`src/rtl/dac_regif_pkg.sv`:
```
package dac_regif_pkg;

    localparam int FRAME_W = 24;
    localparam int ADDR_W  = 7;
    localparam int DATA_W  = 16;
    localparam int NCH     = 4;
    localparam int CH_W    = $clog2(NCH);
    localparam int SEL_W   = 3;
    localparam int VAL_W   = DATA_W - SEL_W;

    typedef struct packed {
        logic              rd;
        logic [ADDR_W-1:0] addr;
        logic [DATA_W-1:0] data;
    } frame_t;

    // address group codes (address bits 4:2)
    localparam logic [2:0] WG_DATA = 3'd0;
    localparam logic [2:0] WG_GAIN = 3'd2;
    localparam logic [2:0] WG_OFFS = 3'd4;
    localparam logic [2:0] WG_CTRL = 3'd7;

    localparam logic [2:0] RG_DATA = 3'd0;
    localparam logic [2:0] RG_CTL  = 3'd1;
    localparam logic [2:0] RG_GAIN = 3'd2;
    localparam logic [2:0] RG_OFFS = 3'd3;
    localparam logic [2:0] RG_CLR  = 3'd4;
    localparam logic [2:0] RG_SLEW = 3'd5;
    localparam logic [2:0] RG_MISC = 3'd6;

    // control sub-register selectors (payload bits 15:13)
    localparam logic [SEL_W-1:0] SEL_SLEW   = 3'd0;
    localparam logic [SEL_W-1:0] SEL_MAIN   = 3'd1;
    localparam logic [SEL_W-1:0] SEL_DACCTL = 3'd2;
    localparam logic [SEL_W-1:0] SEL_DCDC   = 3'd3;
    localparam logic [SEL_W-1:0] SEL_SW     = 3'd4;

endpackage

```
`src/rtl/dac_spi_frame_rx.sv`:
```
module dac_spi_frame_rx
    import dac_regif_pkg::*;
#(
    parameter int SYNC_STAGES = 2
) (
    input  logic               clk,
    input  logic               rst_n,
    input  logic               sclk,
    input  logic               cs_n,
    input  logic               mosi,
    input  logic [FRAME_W-1:0] tx_word,
    output frame_t             frame_q,
    output logic               frame_ok,
    output logic               frame_start,
    output logic               miso
);

    localparam int CNT_W = $clog2(FRAME_W + 2);
    localparam logic [CNT_W-1:0] CNT_FULL = CNT_W'(FRAME_W);
    localparam logic [CNT_W-1:0] CNT_OVER = CNT_W'(FRAME_W + 1);

    typedef enum logic {RX_IDLE, RX_SHIFT} rx_state_e;

    logic [SYNC_STAGES-1:0] sclk_sy, cs_sy, mosi_sy;
    logic sclk_s, cs_s, mosi_s, sclk_prev;
    logic sclk_rise, sclk_fall;

    rx_state_e state_q, state_d;
    logic [CNT_W-1:0]   cnt;
    logic [FRAME_W-1:0] rx_sr, tx_sr;

    always_ff @(posedge clk or negedge rst_n) begin
        if (!rst_n) begin
            sclk_sy   <= '0;
            cs_sy     <= '1;
            mosi_sy   <= '0;
            sclk_prev <= 1'b0;
        end else begin
            sclk_sy   <= {sclk_sy[SYNC_STAGES-2:0], sclk};
            cs_sy     <= {cs_sy[SYNC_STAGES-2:0], cs_n};
            mosi_sy   <= {mosi_sy[SYNC_STAGES-2:0], mosi};
            sclk_prev <= sclk_s;
        end
    end

    assign sclk_s    = sclk_sy[SYNC_STAGES-1];
    assign cs_s      = cs_sy[SYNC_STAGES-1];
    assign mosi_s    = mosi_sy[SYNC_STAGES-1];
    assign sclk_rise = sclk_s & ~sclk_prev;
    assign sclk_fall = ~sclk_s & sclk_prev;

    // state register
    always_ff @(posedge clk or negedge rst_n) begin
        if (!rst_n) state_q <= RX_IDLE;
        else        state_q <= state_d;
    end

    always_comb begin
        state_d = state_q;
        unique case (state_q)
            RX_IDLE:  if (!cs_s) state_d = RX_SHIFT;
            RX_SHIFT: if (cs_s)  state_d = RX_IDLE;
            default:             state_d = RX_IDLE;
        endcase
    end

    // outputs and datapath
    always_ff @(posedge clk or negedge rst_n) begin
        if (!rst_n) begin
            cnt         <= '0;
            rx_sr       <= '0;
            tx_sr       <= '0;
            frame_ok    <= 1'b0;
            frame_start <= 1'b0;
        end else begin
            frame_ok    <= 1'b0;
            frame_start <= 1'b0;
            unique case (state_q)
                RX_IDLE: begin
                    if (!cs_s) begin
                        cnt         <= '0;
                        tx_sr       <= tx_word;
                        frame_start <= 1'b1;
                    end
                end
                RX_SHIFT: begin
                    if (cs_s) begin
                        frame_ok <= (cnt == CNT_FULL);
                    end else begin
                        if (sclk_rise) begin
                            rx_sr <= {rx_sr[FRAME_W-2:0], mosi_s};
                            if (cnt != CNT_OVER) cnt <= cnt + 1'b1;
                        end
                        if (sclk_fall) tx_sr <= {tx_sr[FRAME_W-2:0], 1'b0};
                    end
                end
                default: ;
            endcase
        end
    end

    assign frame_q = rx_sr;
    assign miso    = (state_q == RX_SHIFT) && tx_sr[FRAME_W-1];

    assert_ok_after_shift_R1: assert property (@(posedge clk) disable iff (!rst_n)
        frame_ok |-> ($past(state_q) == RX_SHIFT) && (state_q == RX_IDLE));
    assert_ok_full_count_R2: assert property (@(posedge clk) disable iff (!rst_n)
        frame_ok |-> $past(cnt) == CNT_FULL);
    assert_ok_pulse_R2: assert property (@(posedge clk) disable iff (!rst_n)
        frame_ok |=> !frame_ok);
    assert_cnt_capped_R2: assert property (@(posedge clk) disable iff (!rst_n)
        cnt <= CNT_OVER);

endmodule

```
`src/rtl/dac_reg_bank.sv`:
```
module dac_reg_bank
    import dac_regif_pkg::*;
(
    input  logic                        clk,
    input  logic                        rst_n,
    input  logic                        wr_en,
    input  logic [ADDR_W-1:0]           wr_addr,
    input  logic [DATA_W-1:0]           wr_data,
    input  logic [ADDR_W-1:0]           rd_addr,
    input  logic [DATA_W-1:0]           status_in,
    output logic [DATA_W-1:0]           rd_data,
    output logic [NCH-1:0][DATA_W-1:0]  data_q,
    output logic [NCH-1:0][DATA_W-1:0]  gain_q,
    output logic [NCH-1:0][DATA_W-1:0]  offset_q,
    output logic [NCH-1:0][VAL_W-1:0]   ctl_q,
    output logic [NCH-1:0][VAL_W-1:0]   slew_q,
    output logic [VAL_W-1:0]            main_q,
    output logic [VAL_W-1:0]            dcdc_q,
    output logic                        sw_wr,
    output logic [VAL_W-1:0]            sw_val
);

    localparam int HI_W = ADDR_W - 5;

    logic            w_in_map;
    logic [2:0]      w_grp;
    logic [CH_W-1:0] w_ch;
    logic [SEL_W-1:0] w_sel;
    logic [VAL_W-1:0] w_val;
    logic hit_data, hit_gain, hit_offs, hit_ctrl;

    assign w_in_map = (wr_addr[ADDR_W-1:5] == HI_W'(0));
    assign w_grp    = wr_addr[4:2];
    assign w_ch     = wr_addr[CH_W-1:0];
    assign w_sel    = wr_data[DATA_W-1:VAL_W];
    assign w_val    = wr_data[VAL_W-1:0];

    assign hit_data = wr_en && w_in_map && (w_grp == WG_DATA);
    assign hit_gain = wr_en && w_in_map && (w_grp == WG_GAIN);
    assign hit_offs = wr_en && w_in_map && (w_grp == WG_OFFS);
    assign hit_ctrl = wr_en && w_in_map && (w_grp == WG_CTRL);

    for (genvar c = 0; c < NCH; c++) begin : g_ch
        localparam logic [CH_W-1:0] CH = CH_W'(c);
        logic [DATA_W-1:0] d_r, g_r, o_r;
        logic [VAL_W-1:0]  ctl_r, slew_r;

        always_ff @(posedge clk or negedge rst_n) begin
            if (!rst_n) begin
                d_r    <= '0;
                g_r    <= '0;
                o_r    <= '0;
                ctl_r  <= '0;
                slew_r <= '0;
            end else if (w_ch == CH) begin
                if (hit_data) d_r <= wr_data;
                if (hit_gain) g_r <= wr_data;
                if (hit_offs) o_r <= wr_data;
                if (hit_ctrl && (w_sel == SEL_DACCTL)) ctl_r  <= w_val;
                if (hit_ctrl && (w_sel == SEL_SLEW))   slew_r <= w_val;
            end
        end

        assign data_q[c]   = d_r;
        assign gain_q[c]   = g_r;
        assign offset_q[c] = o_r;
        assign ctl_q[c]    = ctl_r;
        assign slew_q[c]   = slew_r;
    end

    always_ff @(posedge clk or negedge rst_n) begin
        if (!rst_n) begin
            main_q <= '0;
            dcdc_q <= '0;
            sw_wr  <= 1'b0;
            sw_val <= '0;
        end else begin
            sw_wr <= 1'b0;
            if (hit_ctrl && (w_sel == SEL_MAIN)) main_q <= w_val;
            if (hit_ctrl && (w_sel == SEL_DCDC) && (w_ch == CH_W'(0))) dcdc_q <= w_val;
            if (hit_ctrl && (w_sel == SEL_SW)) begin
                sw_wr  <= 1'b1;
                sw_val <= w_val;
            end
        end
    end

    // read map, laid out apart from the write map
    logic [CH_W-1:0] r_ch;
    assign r_ch = rd_addr[CH_W-1:0];

    always_comb begin
        rd_data = '0;
        if (rd_addr[ADDR_W-1:5] == HI_W'(0)) begin
            case (rd_addr[4:2])
                RG_DATA: rd_data = data_q[r_ch];
                RG_CTL:  rd_data = {{SEL_W{1'b0}}, ctl_q[r_ch]};
                RG_GAIN: rd_data = gain_q[r_ch];
                RG_OFFS: rd_data = offset_q[r_ch];
                RG_CLR:  rd_data = '0;
                RG_SLEW: rd_data = {{SEL_W{1'b0}}, slew_q[r_ch]};
                RG_MISC: begin
                    case (r_ch)
                        2'd0:    rd_data = status_in;
                        2'd1:    rd_data = {{SEL_W{1'b0}}, main_q};
                        2'd2:    rd_data = {{SEL_W{1'b0}}, dcdc_q};
                        default: rd_data = '0;
                    endcase
                end
                default: rd_data = '0;
            endcase
        end
    end

    assert_quiet_without_write_R6: assert property (@(posedge clk) disable iff (!rst_n)
        !wr_en |=> $stable(data_q) && $stable(gain_q) && $stable(offset_q)
                   && $stable(ctl_q) && $stable(slew_q) && $stable(main_q) && $stable(dcdc_q));
    assert_dcdc_via_ch0_R5: assert property (@(posedge clk) disable iff (!rst_n)
        !$stable(dcdc_q) |-> $past(wr_en && (wr_addr == 7'h1C)));
    assert_sw_single_pulse_R5: assert property (@(posedge clk) disable iff (!rst_n)
        sw_wr |=> !sw_wr);

endmodule

```
`src/rtl/dac_spi_regif.sv`:
```
module dac_spi_regif
    import dac_regif_pkg::*;
#(
    parameter int SYNC_STAGES = 2
) (
    input  logic                        clk,
    input  logic                        rst_n,
    input  logic                        sclk,
    input  logic                        cs_n,
    input  logic                        mosi,
    output logic                        miso,
    input  logic [DATA_W-1:0]           status_in,
    output logic [NCH-1:0][DATA_W-1:0]  data_q,
    output logic [NCH-1:0][DATA_W-1:0]  gain_q,
    output logic [NCH-1:0][DATA_W-1:0]  offset_q,
    output logic [NCH-1:0][VAL_W-1:0]   ctl_q,
    output logic [NCH-1:0][VAL_W-1:0]   slew_q,
    output logic [VAL_W-1:0]            main_q,
    output logic [VAL_W-1:0]            dcdc_q,
    output logic                        sw_wr,
    output logic [VAL_W-1:0]            sw_val
);

    typedef enum logic {RB_IDLE, RB_ARMED} rb_state_e;

    frame_t             frame_q;
    logic               frame_ok, frame_start;
    logic [FRAME_W-1:0] tx_word;
    logic [DATA_W-1:0]  rd_data, rd_hold;
    logic               wr_en, rd_req;
    rb_state_e          rb_q, rb_d;

    dac_spi_frame_rx #(.SYNC_STAGES(SYNC_STAGES)) u_rx (
        .clk         (clk),
        .rst_n       (rst_n),
        .sclk        (sclk),
        .cs_n        (cs_n),
        .mosi        (mosi),
        .tx_word     (tx_word),
        .frame_q     (frame_q),
        .frame_ok    (frame_ok),
        .frame_start (frame_start),
        .miso        (miso)
    );

    assign wr_en  = frame_ok && !frame_q.rd;
    assign rd_req = frame_ok &&  frame_q.rd;

    dac_reg_bank u_bank (
        .clk       (clk),
        .rst_n     (rst_n),
        .wr_en     (wr_en),
        .wr_addr   (frame_q.addr),
        .wr_data   (frame_q.data),
        .rd_addr   (frame_q.addr),
        .status_in (status_in),
        .rd_data   (rd_data),
        .data_q    (data_q),
        .gain_q    (gain_q),
        .offset_q  (offset_q),
        .ctl_q     (ctl_q),
        .slew_q    (slew_q),
        .main_q    (main_q),
        .dcdc_q    (dcdc_q),
        .sw_wr     (sw_wr),
        .sw_val    (sw_val)
    );

    // readback state register
    always_ff @(posedge clk or negedge rst_n) begin
        if (!rst_n) rb_q <= RB_IDLE;
        else        rb_q <= rb_d;
    end

    always_comb begin
        rb_d = rb_q;
        unique case (rb_q)
            RB_IDLE:  if (rd_req)      rb_d = RB_ARMED;
            RB_ARMED: if (frame_start) rb_d = RB_IDLE;
            default:                   rb_d = RB_IDLE;
        endcase
    end

    always_ff @(posedge clk or negedge rst_n) begin
        if (!rst_n) rd_hold <= '0;
        else if (rd_req) rd_hold <= rd_data;
    end

    assign tx_word = (rb_q == RB_ARMED) ? {{(FRAME_W-DATA_W){1'b0}}, rd_hold} : '0;

    assert_arm_on_read_R8: assert property (@(posedge clk) disable iff (!rst_n)
        (rb_q == RB_ARMED) && ($past(rb_q) == RB_IDLE) |-> $past(frame_ok && frame_q.rd));
    assert_reply_consumed_R8: assert property (@(posedge clk) disable iff (!rst_n)
        (rb_q == RB_ARMED) && frame_start |=> (rb_q == RB_IDLE));
    assert_read_no_write_R11: assert property (@(posedge clk) disable iff (!rst_n)
        rd_req |=> $stable(data_q) && $stable(gain_q) && $stable(offset_q) && !sw_wr);

endmodule

```
`config.mk`:
```
export PLATFORM = sky130hd
export DESIGN_NAME = dac_spi_regif
export DESIGN_NICKNAME = d
export VERILOG_FILES = /design/src/rtl/dac_regif_pkg.sv /design/src/rtl/dac_spi_frame_rx.sv /design/src/rtl/dac_reg_bank.sv /design/src/rtl/dac_spi_regif.sv
export SDC_FILE = /design/constraint.sdc
export NUM_CORES = 1
export LEC_CHECK = 0
export ABC_AREA = 0
export BUFFER_PORTS_ARGS = -buffer_cell sky130_fd_sc_hd__buf_2
export CORE_MARGIN = 3
export CORE_UTILIZATION = 47
export CTS_CLUSTER_DIAMETER = 40
export DETAILED_ROUTE_END_ITERATION = 6
export GPL_ROUTABILITY_DRIVEN = 0
export PLACE_DENSITY = 0.72
export SYNTH_ARGS = -nofsm -noshare
export SYNTH_HDL_FRONTEND = slang
export SYNTH_SLANG_ARGS = --single-unit
export TNS_END_PERCENT = 100
```
`constraint.sdc`:
```
create_clock -name clk -period 2.13 [get_ports clk]
set_clock_uncertainty 0.15 [all_clocks]
set_input_delay 0.3195 -clock clk [delete_from_list [all_inputs] [get_ports clk]]
set_output_delay 0.3195 -clock clk [all_outputs]
set_load 0.02 [all_outputs]
```
-- Yosys cells after proc, flatten, opt, wreduce, memory -nomap -nowiden
Index checks and enable logic that the tools add are counted.
W data, S select, Z words.
- flip-flop bits (word level): 416
- latch bits: 0
- memory bits (writable): 0
- ROM bits: 0
- memories kept: 0
- $add $sub $neg: 1
- multipliers: 0
- div/mod/pow operators: 0
- $lt $le $gt $ge: 1
- equality and inequality tests: 21
- shifts and indexed selects: 0
- mux-type cells: 31
- bitwise logic cells: 7
- reductions and logical operators: 42
- operators with widths (kind ; count):
    $bmux W16 S2 ; 3
    $pmux W16 S6 ; 1
    $mux W16 ; 5
    $mux W24 ; 3
    $bmux W13 S2 ; 2
    $pmux W16 S3 ; 1
    $pmux W24 S2 ; 1
    $reduce_and A2 Y1 ; 20
    $mux W13 ; 2
    $mux W5 ; 4
    $eq A3 B3 Y1 const B ; 5
    $logic_and A1 B1 Y1 ; 14
    $eq A3 B2 Y1 const B ; 4
    $pmux W5 S2 ; 1
    $mux W1 ; 7
    $eq A3 B1 Y1 const B ; 2
    $logic_not A3 Y1 ; 2
    $ne A2 B2 Y1 const B ; 3
    $reduce_and A3 Y1 ; 2
    $add A5 B1 Y5 const B ; 1
    $eq A5 B5 Y1 const B ; 1
    $ne A5 B5 Y1 const B ; 1
    $not A1 Y1 ; 5
    $eq A2 B2 Y1 const B ; 2
    other kinds (8) ; 11

-- Depth between registers and ports, before layout
Gate-level depths: netlist of run 1.
- word-level depth: 6
- gate-level depth with buffers: 8
- depth with buffers taken out: 5

-- Hierarchy
From an unflattened synthesis of run 1, not the netlist that was laid out.
- cells, all modules: 1364
- area total of the unflattened synthesis: 19202.2 um2
- by module, submodules not included (module ; times used ; cells each ; area an instance (um2) ; sequential area each (um2)):
    dac_reg_bank ; 1 ; 1124 ; 15567.4 ; 8408.1
    dac_spi_frame_rx ; 1 ; 185 ; 2842.7 ; 1579.0
    dac_spi_regif ; 1 ; 55 ; 792.0 ; 425.4

-- Least setup slack after synthesis of run 1
Ideal clock, no wire load.
- path kind: flip-flop to flip-flop
- start point: register u_rx.rx_sr[22] (netlist: u_rx.frame_q[22])
- end point: register u_bank.main_q[10]
- library setup time: 0.128 ns
- data arrival time: 2.000 ns
- data required time: 1.852 ns
- setup slack: -0.148 ns
- cell stages (with the launch flop): 7
- buffers on the path: 2
- period minus slack after synthesis: 2.278 ns
- cell sequence: dfrtp_1 -> nor4b_4 -> nand2_1 -> or4_1 -> clkbuf_1 -> buf_6 -> mux2_1
- longest elaborated chain between the ends: 4
- RTL lines (item ; line ; source):
    start, declared ; dac_spi_frame_rx.sv:30 ; logic [FRAME_W-1:0] rx_sr, tx_sr;
    start signal, assigned ; dac_spi_frame_rx.sv:91 ; rx_sr <= {rx_sr[FRAME_W-2:0], mosi_s};
    $logic_not A2 Y1 ; dac_reg_bank.sv:32 ; assign w_in_map = (wr_addr[ADDR_W-1:5] == HI_W'(0));
    $logic_and A1 B1 Y1 (2 in series) ; dac_reg_bank.sv:41 ; assign hit_ctrl = wr_en && w_in_map && (w_grp == WG_CTRL);
    $logic_and A1 B1 Y1 ; dac_reg_bank.sv:79 ; if (hit_ctrl && (w_sel == SEL_MAIN)) main_q <= w_val;
    end signal, assigned ; dac_reg_bank.sv:79 ;
    end, declared ; dac_reg_bank.sv:17 ; output logic [VAL_W-1:0] main_q,
No other way between the ends.
A chain may end at the register's enable or synchronous reset.

-- Worst setup path in the final report of run 1
- start point: register u_rx.rx_sr[17] (netlist: u_rx.frame_q[17])
- end point: register rd_hold[1]
- longest elaborated chain between the ends: 4
- elaborated cells on any way between the ends: 16
- those cells by class: 2 x eq/ne; 13 x mux; 1 x reduce/logical
- RTL lines (item ; line ; source):
    $eq A2 B2 Y1 (tied with other cells) ; dac_reg_bank.sv:103 ; case (r_ch)
    $pmux W16 S3 (tied with other cells) ; dac_reg_bank.sv:103 ;
    $pmux W16 S6 (*) ; dac_reg_bank.sv:95 ; case (rd_addr[4:2])
    $mux W16 (*) ; dac_reg_bank.sv:94 ; if (rd_addr[ADDR_W-1:5] == HI_W'(0)) begin
    end signal, assigned ; dac_spi_regif.sv:86 ; else if (rd_req) rd_hold <= rd_data;
    end, declared ; dac_spi_regif.sv:29 ; logic [DATA_W-1:0] rd_data, rd_hold;
Mark *: on every way between the ends. The rest lies on a longest branch, timed or not. The select of a mux whose other input is x is not followed.

==> impl_metrics.toml, run 1 <==
[drt]
postRouteAntennaNets = 0
vias = 14610
routed_via_density = 6.020
drcViolationCount = 0
drt_iter0_markers = 1098
totalWireLength_um = 68700
drt-pass1-iter-count = 5
post_drt_wl_per_cell_um = 28.31

[timing]
whs_ns = 0.02683
setup_viol = 59
period_share = 1.043
rsz0062_at_grt = "true"
drv_slew = 0
worst_pin_slew_ns = 1.061
max_freq_ghz = 0.4501
period_minus_slack_ns = 2.222
slew_headroom = 0.2926
hold_viol_final = 0
setup_slack_ns = -0.09186

[logic_synthesis]
post-synth-top-area-fraction = 0.5596
ys_top_cells_by_area = "dfrtp_1 56%, mux2_2 21%, mux2i_1 8.8%"
synth_warnings = 0
syn_nets = 1381
syn_avg_cell_area_um2 = 13.64
synthTopCellsByCount = "414 x dfrtp_1, 339 x mux2_2, 162 x mux2i_1"
ys.flop_type = "dfrtp_1"
async_reset_ff_frac = 1.000
synth_edf_count = 0
synth.most_common_cell = "dfrtp_1"
postSynthCellCount = 1357
ys_seq_area_frac = 0.5624
ys_ff_latch = 416
synth.largest_area_cell = "dfrtp_1"
synth_area_um2 = 18510
synth_cell_types = 46

[min_path]
min_from = "status_in[14]"
hold_end = "rd_hold[14]"
hold_class = "in2reg"
hold_depth = 3

[critical_path]
critPathKind = "reg2reg"
r2r_cells = 7
end_kind = "flip-flop"
worstReg2RegStart = "u_rx.frame_q[17]"
cp_max_fo = 20
start_kind = "flip-flop"
crit_required_ns = 2.45
reg2reg_to = "rd_hold[1]"
r2r_slack_ns = -0.09
worstPathArrival_ns = 2.54

[grt]
antenna_found_initial = 0
grt_max_degree = 85
gr-total-overflow = 0
grt_usage = 0.3153
grt_pass1_vias = 14740
grt_pass1_wl_um = 98280

[final_layout]
fillers = 2793
drive_above_1_share = 0.5715
nets = 1884
areaGrowthSynthToFinish_pct = 39.85
antenna_cells = 0

[die]
die_w_um = 204.5
die_height_um = 204.5
num_rows = 72
ios = 358
start_util = 0.4779
die-area_um2 = 41810
core_area_um2 = 38740

[clock_network]
tritoncts = "done"
h-tree-depth = 2
clockBufferDepth = 3
numCtsBuffers = 60
cts.sinks = 416
clk_latency_ns = 0.61
clock_tree.root_cell = "clkbuf_16"
path_clk_slew_ns = 0.06

[flow_run]
max_cap_violations = 0

[placed_design]
place.port_buffers = 357
dpl_worst_slack_ns = -0.1272
dp_hpwl_um = 46550

[outcome]
outcome = "finished, violations left"
violations = "setup timing"

[pwr]
power_leakage_uw = 0.01266
vdd_ir_drop_max_mv = 0.9225
power_density_nw_per_um2 = 746.7
==> metal layers <==
metal | share of wire | vias up | track usage
met5 | 0 | - | 0
met4 | 0.041 | 0 | 0.1362
met3 | 0.086 | 173 | 0.07501
met2 | 0.47 | 744 | 0.4921
met1 | 0.40 | 7637 | 0.4233
li1 | - | 6057 | -
==> registers in the layout (all words and copies together), names as in the netlist, 2 cells and up <==
signal,flops
u_bank.g_ch.d_r,64
u_rx.mosi_sy,2
u_rx.cnt,5
u_bank.g_ch.slew_r,52
u_bank.g_ch.o_r,64
u_bank.sw_val,13
u_bank.g_ch.g_r,64
u_rx.frame_q,24
rd_hold,16
u_bank.dcdc_q,13
u_rx.sclk_sy,2
u_bank.g_ch.ctl_r,52
u_rx.tx_sr,24
u_bank.main_q,13
u_rx.cs_sy,2
==> worst max-delay path by stage <==
stage                     startpoint  slack, ns  cells past startpoint                   endpoint
floorplan           u_rx.frame_q[21]      -0.09                      5  u_bank.g_ch[0].slew_r[10]
global placement    u_rx.frame_q[17]      -0.14                      6                 rd_hold[2]
detailed placement  u_rx.frame_q[17]      -0.13                      6                 rd_hold[4]
CTS                 u_rx.frame_q[17]      -0.02                      5                rd_hold[13]
global route        u_rx.frame_q[17]      -0.16                      8                 rd_hold[1]
finish              u_rx.frame_q[17]      -0.09                      7                 rd_hold[1]
==> cells by family after synthesis <==
group,count (synthesis),share of synthesized area
AND/OR/NAND/NOR,116,0.03697
flip-flops,416,0.5624
AO/OA/AOI/OAI,181,0.06427
XOR/XNOR,3,0.001420
multiplexers,521,0.3060
buffers and inverters,117,0.02690
adder cells (fa/ha/maj),3,0.002028
==> layout by cell type, fill, tap and decap left out, drive strengths merged, types with 3 or more instances in the layout <==
master       count
nand2           29
a211oi          13
a21oi           29
o22ai           75
ha               3
nor3             4
nand3            4
nand3b           5
dfrtp          414
o2bb2ai         13
nand4            4
a22oi           14
clkbuf          74
dlygate4sd3      4
clkinvlp         5
mux2i          162
inv             18
nand2b           6
nor2b            3
or4b             3
clkinv          11
nand4bb          5
o211ai           5
nor2            22
a22o             9
buf            546
nor4            14
bufinv          10
and3             3
mux2           359
o21ai           17
or4              4
==> stage by stage <==
stage	total power [µW]	utilization	setup TNS (ns)	std cells	cell area, µm²
floorplan	8392	-	-6.541	1357	18720
global placement	8735	0.5744	-3.450	2285	22250
detailed placement	8749	0.5744	-5.446	2285	22250
CTS	19390	0.6410	-0.07901	2412	24830
global route	19850	0.6683	-11.96	2427	25890
finish	19330	0.6683	-1.149	2427	25890
==> repair_timing <==
item	in CTS	in global routing
endpoints found under the setup margin	219	336
hold endpoints to repair	300	0
buffers inserted	9	13
gates cloned	3	2
gates resized for setup	59	228
pin swaps	5	18
hold buffers	4	0
==> critical path, cell delays in order, from the launching register on <==
cell and delay, ns:
dfrtp_4 0.51, buf_6 0.14, buf_16 0.14, buf_12 0.21, mux2i_1 0.31, o22ai_1 0.13
a211oi_1 0.36, a21oi_1 0.13
==> power breakdown <==
group	leakage [µW]	total, µW	internal [µW]	switching (µW)
Combinational	0.00591	415	133	282
Sequential	0.00570	8240	7950	284
Clock	0.00106	10700	6760	3920
Total	0.0127	19300	14800	4490
==> area by class of cell <==
class	instances	area (µm²)	area share
clock buffers	72	1638	0.06326
multi-input cells	824	8723	0.3369
well taps	518	648.1	0.02503
inverters	5	18.77	0.0007249
flip-flops and latches	416	10420	0.4025
repair buffers	553	3913	0.1511
clock inverters	39	528.0	0.02039
(Power assumes the default switching activity.)
==> run 2: changes to the inputs <==
Settings changed: CTS_BUF_LIST set to sky130_fd_sc_hd__clkbuf_16.
==> run 2 against run 1 <==
  * The flow still finishes with violations (setup timing)
  * Sequential share of layout area increased by 0.53 points
  * Clock power about the same
  * Worst setup slack better by 0.0093 ns
  * Global-route usage down 0.058 points
  * First-iteration DRC count down 1.7%
  * Fmax is 0.42% higher
  * Core utilization down 0.87 points
  * Critical path depth unchanged
  * Combinational power barely moved
  * Power down 1.6%
  * Sequential power about the same
  * Register-to-register slack is essentially flat
  * Largest power group unchanged
  * Highest routed layer unchanged
==> impl_metrics.toml, run 2 (synthesis gave the netlist of run 1 again) <==
[timing]
period_share = 1.039
period_minus_slack_ns = 2.213
setup_slack_ns = -0.08254
drv_slew = 0
max_freq_ghz = 0.4520
setup_viol = 114
hold_viol_final = 0
worst_pin_slew_ns = 1.010
rsz0062_at_grt = "true"
setup_tns_ns = -3.126
slew_headroom = 0.3268

[clock_network]
tritoncts = "done"
clock_tree.root_cell = "clkbuf_16"
numCtsBuffers = 60
h-tree-depth = 2
path_clk_slew_ns = 0.06
clk_latency_ns = 0.61
cts.sinks = 416
clockBufferDepth = 3

[die]
die-area_um2 = 41810
ios = 358
num_rows = 72
die_height_um = 204.5
core_area_um2 = 38740
start_util = 0.4779
die_w_um = 204.5

[final_layout]
fillers = 2830
drive_above_1_share = 0.5608
final_cells = 2419
areaGrowthSynthToFinish_pct = 38.02
nets = 1876
final_common_cell = "dfrtp_1"
regArea_um2 = 10420
antenna_cells = 0
top_regs = "u_bank.g_ch.d_r x64, u_bank.g_ch.g_r x64, u_bank.g_ch.o_r x64"
multi_input_area_um2 = 8563
postLayoutCoreUtil = 0.6596
layout_common_cells = "409 x dfrtp_1, 357 x buf_2, 197 x mux2_2, 161 x mux2_4, 152 x mux2i_1"

[drt]
totalWireLength_um = 67740
drcViolationCount = 0
drt-pass1-iter-count = 5
postRouteAntennaNets = 0
drt_iter0_markers = 1079
post_drt_wl_per_cell_um = 28.00
routed_via_density = 5.952
vias = 14400

[placed_design]
dp_cells = 2285
place.port_buffers = 357
dp_hpwl_um = 46550

[grt]
grt_pass1_wl_um = 98120
grt_pass1_vias = 14640
use_met3 = 0.07358
grtUsageMet2 = 0.4924
grt_usage = 0.3147
gr-total-overflow = 0
grt_max_degree = 85
met1_usage = 0.4256
antenna_found_initial = 0
top_usage_layer = "met2"

[critical_path]
crit_start = "u_rx.frame_q[18]"
worstReg2RegStart = "u_rx.frame_q[18]"
end_kind = "flip-flop"
start_kind = "flip-flop"
critPathKind = "reg2reg"
crit_required_ns = 2.47
cp_max_fo = 12
worstPathArrival_ns = 2.55

[pwr]
fin_total_pwr_uw = 19030
power_density_nw_per_um2 = 744.6
vdd_ir_drop_max_mv = 0.9230
power_leakage_uw = 0.01255

[flow_run]
max_cap_violations = 0

[min_path]
hold_class = "in2reg"
min_from = "status_in[14]"

[outcome]
violations = "setup timing"
outcome = "finished, violations left"
-- run 2: report_power, final --
| part | internal, µW | switching, µW |
|---|---|---|
| sequential | 7960 | 283 |
| clock | 6480 | 3890 |
| combinational | 132 | 281 |
| total | 14600 | 4460 |
-- run 2: final cells by class --
| cell class | instances | share of cell area |
|---|---|---|
| Clock buffer | 61 | 0.05974 |
| Clock inverter | 50 | 0.02228 |
| Inverter | 5 | 0.0007345 |
| Multi-Input combinational cell | 824 | 0.3351 |
| Sequential cell | 416 | 0.4078 |
| Tap cell | 518 | 0.02536 |
| Timing Repair Buffer | 545 | 0.1489 |
-- run 2: worst max-delay path: stages, from the launching register on --
cell and delay [ns]:
dfrtp_2 0.46, buf_6 0.18, and3_1 0.21, nand4_1 0.18, buf_6 0.19, nor2_4 0.19, clkbuf_16 0.22, mux2_4 0.30
-- run 2: per-layer routing --
metal,wire length (µm),vias up
met1,27830,7517
li1,-,6017
met5,0,-
met3,5528,147
met2,31840,716
met4,2538,0
-- run 2: path summary, 6_finish.rpt --
path	end	slack (ns)	cells after the start
max	u_bank.g_ch[2].ctl_r[10]	-0.08	7
min	rd_hold[14]	0.04	3
max reg2reg	u_bank.g_ch[2].ctl_r[10]	-0.08	7
min reg2reg	u_rx.cs_sy[1]	0.21	0
max in group asynchronous	u_bank.g_ch[1].ctl_r[6]	0.89	3
min in group asynchronous	u_bank.g_ch[3].o_r[15]	0.09	2
-- run 2: what timing repair did --
| action | in CTS | in global routing |
|---|---|---|
| gates resized for setup | 64 | 179 |
| pin swaps | 3 | 14 |
| buffers inserted | 5 | 10 |
| hold buffers | 4 | 0 |
| endpoints found under the setup margin | 223 | 322 |
| hold endpoints to repair | 300 | 0 |
| gates cloned | 3 | 1 |
-- run 2: through the flow --
stage	hold WS, ns	cell area (µm²)	worst slack, ns
floorplan	-0.1261	18720	-0.09222
global placement	0.1330	22250	-0.1383
detailed placement	0.1319	22250	-0.1272
CTS	0.02021	24740	-0.04773
global route	0.05984	25550	-0.1153
finish	0.03567	25550	-0.08254
==> run 3: changes to the inputs <==
Clock period 2.13 ns to 1.79 ns, I/O delays scaled along.
==> run 3 against run 2 <==
  * The run still ends with setup timing left
  * Highest routed layer is now met5
  * Critical endpoint is now u_bank.g_ch[0].slew_r[5]
  * Sequential power rose by 16%
  * Die area did not move
  * Critical path type unchanged
  * Fmax fell by 3.0%
  * Hold slack got worse by 0.0055 ns
  * Via count rose by 4.5%
  * Wire length rose by 7.2%
  * Largest power group unchanged
  * Final cell count rose by 3.0%
  * Power rose by 15%
==> impl_metrics.toml, run 3 (synthesis gave the netlist of run 1 again) <==
[outcome]
outcome = "finished, violations left"
violations = "setup timing"

[critical_path]
cp_max_fo = 7
worst_path_max_delay_cell = "dfrtp_1"
worstReg2RegStart = "u_rx.frame_q[23]"
crit_required_ns = 2.12
r2r_slack_ns = -0.49
path_common_cell = "buf_6"
path_cells = "nor4b_4, buf_6, nand4_1, buf_6, nor3_4, clkbuf_16, mux2_4"
cpPeakStageDelay_ns = 0.41
reg2reg_to = "u_bank.g_ch[0].slew_r[5]"
start_kind = "flip-flop"
worstPathArrival_ns = 2.61
end_kind = "flip-flop"
crit_family = "simple AND/OR/NAND/NOR gates"
critPathBufInv = 3
r2r_cells = 7
critPathKind = "reg2reg"

[die]
num_rows = 72
start_util = 0.4779
core_area_um2 = 38740
die_height_um = 204.5
die-area_um2 = 41810
die_w_um = 204.5
ios = 358

[final_layout]
nets = 1955
layout_common_cells = "409 x dfrtp_1, 357 x buf_2, 247 x mux2_4, 132 x buf_4, 126 x mux2i_1"
design_area_um2 = 27800
top_regs = "u_bank.g_ch.d_r x64, u_bank.g_ch.g_r x64, u_bank.g_ch.o_r x64"
areaGrowthSynthToFinish_pct = 50.14
final_common_cell = "dfrtp_1"
antenna_cells = 0
drive_above_1_share = 0.6196

[clock_network]
clockBufferDepth = 3
numCtsBuffers = 56
clk_latency_ns = 0.60
path_clk_slew_ns = 0.06
h-tree-depth = 2
clock_tree.root_cell = "clkbuf_16"
tritoncts = "done"
cts.sinks = 416

[flow_run]
max_cap_violations = 0

[drt]
totalWireLength_um = 72600
postRouteAntennaNets = 0
vias = 15050
drt_iter0_markers = 1310
drt-pass1-iter-count = 5
post_drt_wl_per_cell_um = 29.13
routed_via_density = 6.039
drcViolationCount = 0

[grt]
grt_pass1_wl_um = 101300
antenna_found_initial = 1
grt_max_degree = 55
gr-total-overflow = 0
grt_usage = 0.3265
grt_pass1_vias = 15310

[placed_design]
place.port_buffers = 357
dp_hpwl_um = 47220
postPlaceCellArea_um2 = 23430

[pwr]
vdd_ir_drop_max_mv = 0.7982
power_leakage_uw = 0.01325
fin_total_pwr_uw = 21850
power_density_nw_per_um2 = 786.0

[timing]
worst_pin_slew_ns = 0.5052
hold_viol_final = 0
period_share = 1.275
setup_slack_ns = -0.4919
period_minus_slack_ns = 2.282
max_freq_ghz = 0.4382
drv_slew = 0
slew_headroom = 0.6632
rsz0062_at_grt = "true"
setup_viol = 351

[min_path]
hold_class = "in2async"
[run 3: power breakdown]
group	internal, µW	switching (µW)	leakage [µW]
combinational	316	685	0.00661
sequential	9470	93.1	0.00570
clock	6850	4430	0.000942
total	16600	5210	0.0133
[run 3: timing repair]
| action | in CTS | in global routing |
|---|---|---|
| hold buffers | 6 | 0 |
| endpoints found under the hold margin | 331 | 0 |
| gates cloned | 9 | 7 |
| pin swaps | 53 | 42 |
| gates resized for setup | 239 | 145 |
| setup endpoints to repair | 351 | 353 |
| buffers inserted | 30 | 25 |
[run 3: cell type report]
cell class	count	area (µm²)
Sequential cell	416	10420
Timing Repair Buffer	628	5149
Tap cell	518	648.1
Clock inverter	44	446.7
Multi-Input combinational cell	824	9686
Fill cell	2530	10940
Inverter	5	18.77
Clock buffer	57	1426
[run 3: worst max-delay path by stage]
stage                           from                  endpoint  slack [ns]  depth (start not counted)
CTS                 u_rx.frame_q[22]   u_bank.g_ch[3].ctl_r[0]       -0.35                          8
global placement    u_rx.frame_q[23]   u_bank.g_ch[0].ctl_r[7]       -0.45                          6
detailed placement  u_rx.frame_q[23]   u_bank.g_ch[0].ctl_r[6]       -0.50                          6
finish              u_rx.frame_q[23]  u_bank.g_ch[0].slew_r[5]       -0.49                          7
global route        u_rx.frame_q[23]  u_bank.g_ch[0].ctl_r[10]       -0.49                          8
floorplan           u_rx.frame_q[21]    u_bank.g_ch[1].d_r[10]       -0.43                          5
[run 3: per-layer routing]
metal,global-route usage,vias up,part of all wire
li1,-,6182,-
met1,0.4504,7856,0.41
met2,0.5010,840,0.46
met3,0.09014,169,0.093
met4,0.1113,2,0.039
met5,0,-,0.00018
[run 3: stage by stage]
stage                     setup slack (ns)    util  hold WS (ns)  setup TNS, ns  instances
after floorplan                    -0.4303       -       -0.1771         -89.44       1357
after global placement             -0.4549  0.6048       0.06897        -113.26       2327
after detailed placement           -0.5027  0.6048       0.06772        -131.20       2327
after CTS                          -0.3511  0.6965       0.04232         -88.55       2472
after global routing               -0.4943  0.7175       0.05732        -129.73       2492
final                              -0.4919  0.7175       0.03020        -114.94       2492
